File: config.mk
export PLATFORM = sky130hd
export DESIGN_NAME = tta_alu_unit
export DESIGN_NICKNAME = d
export VERILOG_FILES = /design/src/rtl/tta_alu_pkg.sv /design/src/rtl/tta_alu_ctrl.sv /design/src/rtl/tta_alu_dp.sv /design/src/rtl/tta_alu_unit.sv
export SDC_FILE = /design/constraint.sdc
export NUM_CORES = 1
export LEC_CHECK = 0
export ABC_AREA = 1
export BUFFER_PORTS_ARGS = -buffer_cell sky130_fd_sc_hd__buf_2
export CAP_MARGIN = 0
export CELL_PAD_IN_SITES_DETAIL_PLACEMENT = 0
export CELL_PAD_IN_SITES_GLOBAL_PLACEMENT = 1
export CORE_MARGIN = 2
export CORE_UTILIZATION = 40
export DETAILED_ROUTE_END_ITERATION = 16
export PLACE_DENSITY_LB_ADDON = 0.12
export SETUP_SLACK_MARGIN = 0.5
export SLEW_MARGIN = 0
export SYNTH_ARGS = -nofsm -noshare
export SYNTH_HDL_FRONTEND = slang
export SYNTH_SLANG_ARGS = --single-unit
File: constraint.sdc
create_clock -name clk -period 2.6 [get_ports clk]
set_input_delay 0.13 -clock clk [delete_from_list [all_inputs] [get_ports clk]]
set_output_delay 0.13 -clock clk [all_outputs]
set_load 0.01 [all_outputs]
File: src/rtl/tta_alu_pkg.sv
package tta_alu_pkg;

  localparam int OPC_W = 2;

  typedef enum logic [OPC_W-1:0] {
    OP_ADD  = 2'b00,
    OP_SUB  = 2'b01,
    OP_NOT  = 2'b10,
    OP_RSVD = 2'b11
  } aluOp_e;

  typedef struct packed {
    logic   opndLoad;
    logic   useNewOpnd;
    logic   resLoad;
    aluOp_e op;
  } aluCtrl_t;

endpackage

File: src/rtl/tta_alu_ctrl.sv
module tta_alu_ctrl
  import tta_alu_pkg::*;
(
  input  logic             opndWrEn,
  input  logic             trigWrEn,
  input  logic [OPC_W-1:0] trigOp,
  output aluCtrl_t         ctrl
);

  aluOp_e decOp;

  always_comb begin
    decOp           = aluOp_e'(trigOp);
    ctrl.opndLoad   = opndWrEn;
    ctrl.useNewOpnd = opndWrEn;
    ctrl.op         = decOp;
    case (decOp)
      OP_ADD, OP_SUB, OP_NOT: ctrl.resLoad = trigWrEn;
      default:                ctrl.resLoad = 1'b0;
    endcase
  end

endmodule

File: src/rtl/tta_alu_dp.sv
module tta_alu_dp
  import tta_alu_pkg::*;
#(
  parameter int DATA_W   = 32,
  parameter bit SUB_SWAP = 1'b0
) (
  input  logic              clk,
  input  logic              rstN,
  input  aluCtrl_t          ctrl,
  input  logic [DATA_W-1:0] opndData,
  input  logic [DATA_W-1:0] trigData,
  output logic [DATA_W-1:0] resultData
);

  logic [DATA_W-1:0] opndReg;
  logic [DATA_W-1:0] opndEff;
  logic [DATA_W-1:0] subMinuend;
  logic [DATA_W-1:0] subSubtrahend;
  logic [DATA_W-1:0] nextResult;
  logic [DATA_W-1:0] resultReg;

  always_ff @(posedge clk or negedge rstN) begin
    if (!rstN) opndReg <= '0;
    else if (ctrl.opndLoad) opndReg <= opndData;
  end

  assign opndEff = ctrl.useNewOpnd ? opndData : opndReg;

  generate
    if (SUB_SWAP) begin : g_subSwapped
      assign subMinuend    = trigData;
      assign subSubtrahend = opndEff;
    end else begin : g_subDefault
      assign subMinuend    = opndEff;
      assign subSubtrahend = trigData;
    end
  endgenerate

  always_comb begin
    case (ctrl.op)
      OP_ADD:  nextResult = opndEff + trigData;
      OP_SUB:  nextResult = subMinuend - subSubtrahend;
      OP_NOT:  nextResult = ~trigData;
      default: nextResult = resultReg;
    endcase
  end

  always_ff @(posedge clk or negedge rstN) begin
    if (!rstN) resultReg <= '0;
    else if (ctrl.resLoad) resultReg <= nextResult;
  end

  assign resultData = resultReg;

endmodule

File: src/rtl/tta_alu_unit.sv
module tta_alu_unit
  import tta_alu_pkg::*;
#(
  parameter int DATA_W   = 32,
  parameter bit SUB_SWAP = 1'b0
) (
  input  logic              clk,
  input  logic              rstN,
  input  logic              opndWrEn,
  input  logic [DATA_W-1:0] opndData,
  input  logic              trigWrEn,
  input  logic [1:0]        trigOp,
  input  logic [DATA_W-1:0] trigData,
  output logic [DATA_W-1:0] resultData
);

  aluCtrl_t ctrl;

  tta_alu_ctrl u_ctrl (
    .opndWrEn (opndWrEn),
    .trigWrEn (trigWrEn),
    .trigOp   (trigOp),
    .ctrl     (ctrl)
  );

  tta_alu_dp #(
    .DATA_W   (DATA_W),
    .SUB_SWAP (SUB_SWAP)
  ) u_dp (
    .clk        (clk),
    .rstN       (rstN),
    .ctrl       (ctrl),
    .opndData   (opndData),
    .trigData   (trigData),
    .resultData (resultData)
  );

endmodule

==> impl_metrics.env <==
export IMPL_status="complete, but fails checks"
export IMPL_violations="negative hold slack"
export IMPL_grt_pass1_wl_um=33100
export IMPL_slew_viol_final=0
export IMPL_post_route_drc_count=0
export IMPL_vias_per_cell=4.93
export IMPL_n_fill_cell=1231
export IMPL_cts_inserted_buffers=9
export IMPL_worstSetupStartpointType="primary input"
export IMPL_intPower_uw=3170
export IMPL_required_ns=2.84
export IMPL_dp_slack_ns=-0.394
export IMPL_grt_overflow=0
export IMPL_ff2ff_path_depth=12
export IMPL_cts_buffer_depth=2
export IMPL_die_area_mm2=0.0157
export IMPL_multi_input_area_mm2=0.00489
export IMPL_nNetsFinal=1266
export IMPL_final_antenna_net_count=0
export IMPL_fin_crit_ns=2.55
export IMPL_r2r_end="u_dp.resultData[29]$_DFFE_PN0P_"
export IMPL_p_per_area_mw_per_mm2=569
export IMPL_clk_pin_slew_ns=0.06
export IMPL_cts_root_buf="clkbuf_16"
export IMPL_cts_htree_levels=3
export IMPL_worst_pin_slew_ns=0.851
export IMPL_grt_use_met1_pct=40.8
export IMPL_fin_ws_ns=0.0540
export IMPL_detail_route_wirelength_um=21700
export IMPL_rrSetupSlack_ns=0.29
export IMPL_use_met2_pct=39.8
export IMPL_start_util_pct=40.7
export IMPL_vdd_drop_max_uv=329
export IMPL_setup_viol=0
export IMPL_register_area_mm2=0.00160
export IMPL_clock_sink_count=64
export IMPL_post_route_period_util_pct=97.9
export IMPL_crit_fanout=3
export IMPL_io_buffers=101
export IMPL_tritoncts="yes"
export IMPL_p_sw_share_pct=41.5
export IMPL_combPwrFrac_pct=55.3
export IMPL_grtUsageMet3_pct=4.32
export IMPL_dp_hpwl_um=16200
export IMPL_core_area_mm2=0.0145
export IMPL_busiest_layer="met1"
export IMPL_p_total_uw=5430
export IMPL_drt_wirelength_per_cell_um=16.1
export IMPL_arrival_ns=2.79
export IMPL_rsz0062_at_grt="true"
export IMPL_gp_congestion=0.965
export IMPL_slew_headroom_pct=43.3
export IMPL_hold_ws_ns=-0.0334
export IMPL_syn2layout_area_growth_pct=61.8
export IMPL_clkPwrFrac_pct=21.6
export IMPL_antenna_found_initial=0
export IMPL_setup_tns_ns=0
export IMPL_die_h_um=125
export IMPL_syn_area_mm2=0.00589
export IMPL_min_path_type="in2async"
export IMPL_end_kind="register"
export IMPL_drv_cap=0
export IMPL_pwr_share_seq_pct=23.1
export IMPL_die_w_um=125
export IMPL_grt_max_degree=65
export IMPL_synth_net_count=999
export IMPL_path_class="in2reg"
export IMPL_num_vias=6659
export IMPL_timing_rr_start="u_dp.opndReg[17]$_DFF_PN0_"
export IMPL_max_clock_freq_mhz=393
export IMPL_syn_avg_cell_area_um2=6.58
export IMPL_yosys_warnings=0
export IMPL_seq_area_frac_synth_pct=27.2
export IMPL_p_sw_uw=2250
export IMPL_ys_seq_elements=64
export IMPL_leakage_uw=0.00490
export IMPL_first_global_vias=6327
export IMPL_fin_worst_skew_ns=0.00851
export IMPL_clk_latency_ns=0.35
export IMPL_hold_viol=40
export IMPL_drt_iter0_drc=495
export IMPL_yosys_cell_types_count=37
export IMPL_rows=44
export IMPL_first_pass_iters=5
export IMPL_io_pins=102
export IMPL_synthCells=896
export IMPL_track_usage_pct=27.1
export IMPL_diodes=0
export IMPL_cts_hold_buf=0
export IMPL_drive_gt1_share_pct=50.3
stage by stage:
step           utilization, %  cell area, um^2  std cells  hold slack [ns]
2_1_floorplan               -             6090        896           -0.166
3_3_place_gp             53.8             7790       1297            0.371
3_5_place_dp             53.8             7790       1297            0.373
4_1_cts                  61.2             8870       1340          0.00442
5_1_grt                  65.9             9540       1352           0.0426
6_report                 65.9             9540       1352          -0.0334
critical path: stages:
cell and delay (ns):
buf_2 0.13, buf_4 0.14, nor2_1 0.21, nand2_2 0.13, inv_1 0.09, nand4_1 0.23, nor3_2 0.25, xor2_1 0.16
nand2_1 0.08, o21ai_2 0.07, ha_1 0.28, nand2_1 0.12, a21oi_1 0.06, nor2_1 0.12, nand2_1 0.08, inv_2 0.05
nand2_2 0.06, inv_2 0.05, nand2_2 0.06, nand2_1 0.06, nand3_1 0.08, nand2_1 0.10, nand2_1 0.05
cells in the mapped netlist, drive strengths merged:
master / number / area [um^2]
nand4: 9 / 56.3
o21a: 3 / 22.5
mux2: 30 / 338
a21oi: 61 / 305
nand3: 51 / 288
xor2: 36 / 315
nand3b: 2 / 15.0
nor3: 9 / 66.3
nand2: 307 / 1170
ha: 32 / 400
a21o: 1 / 7.51
fa: 1 / 20.0
dfrtp: 64 / 1600
o21ai: 33 / 184
nor4: 1 / 6.26
or2: 1 / 6.26
nor2: 91 / 384
clkbuf: 7 / 26.3
inv: 132 / 495
o31ai: 2 / 28.8
o21bai: 4 / 30.0
buf: 12 / 58.8
xnor2: 7 / 61.3
cell families (layout without fill, tap and decap cells):
| group | after synthesis | after routing | synth area share (%) |
|---|---|---|---|
| adder cells (fa/ha/maj) | 33 | 33 | 7.14 |
| multiplexers | 30 | 30 | 5.73 |
| AO/OA/AOI/OAI | 104 | 104 | 9.81 |
| XOR/XNOR | 43 | 43 | 6.39 |
| flip-flops | 64 | 64 | 27.2 |
| AND/OR/NAND/NOR | 471 | 471 | 33.9 |
| buffers and inverters | 151 | 423 | 9.85 |
how the worst max path moves through the flow:
stage	end	cells past startpoint	slack, ns	start
2_1_floorplan	u_dp.resultData[29]$_DFFE_PN0P_	22	0.25	trigData[1]
5_1_grt	u_dp.resultData[31]$_DFFE_PN0P_	26	-0.09	trigData[1]
3_3_place_gp	u_dp.resultData[29]$_DFFE_PN0P_	22	-0.39	trigData[1]
6_report	u_dp.resultData[31]$_DFFE_PN0P_	23	0.05	trigData[11]
4_1_cts	u_dp.resultData[27]$_DFFE_PN0P_	24	0.18	trigData[0]
3_5_place_dp	u_dp.resultData[29]$_DFFE_PN0P_	22	-0.39	trigData[1]
area by class of cell:
| class | count | area share, % |
|---|---|---|
| Timing Repair Buffer | 275 | 21.0 |
| Clock buffer | 10 | 2.51 |
| Multi-Input combinational cell | 681 | 51.3 |
| Sequential cell | 64 | 16.8 |
| Inverter | 132 | 5.54 |
| Tap cell | 184 | 2.41 |
| Clock inverter | 6 | 0.459 |
sequential cells by signal, summed over array words and instances, names as in the netlist:
signal           cells
u_dp.resultData     32
u_dp.opndReg        32
what timing repair did:
action                                  CTS  global route
endpoints found under the setup margin   26            28
pin swaps                                81            73
gates resized for setup                 134           132
setup buffers                            27            12
routing by layer:
metal  part of all wire, %  vias up
li1                      -     3345
met1                    50     3118
met2                    43      170
met3                   4.5       26
met4                   2.0        0
met5                     0        -
cells in the final DEF, fill, tap and decap left out, drive strengths merged, types with 2 or more instances in the layout:
master,synthesis,final
inv,132,132
clkinv,0,4
o31ai,2,2
xor2,36,36
ha,32,32
o21a,3,3
nand2,307,307
xnor2,7,7
mux2,30,30
nor2,91,91
o21bai,4,4
nor3,9,9
nand3,51,51
nand4,9,9
clkbuf,7,10
dfrtp,64,64
o21ai,33,33
buf,12,275
clkinvlp,0,2
nand3b,2,2
a21oi,61,61
power groups by stage:
stage	clock network [uW]	registers (uW)	logic, uW
floorplan	0	1320	1220
global placement	0	1260	2280
detailed placement	0	1270	2280
CTS	1190	1250	2610
global route	1240	1270	3240
finish	1170	1250	3000
(Power assumes the default switching activity.)
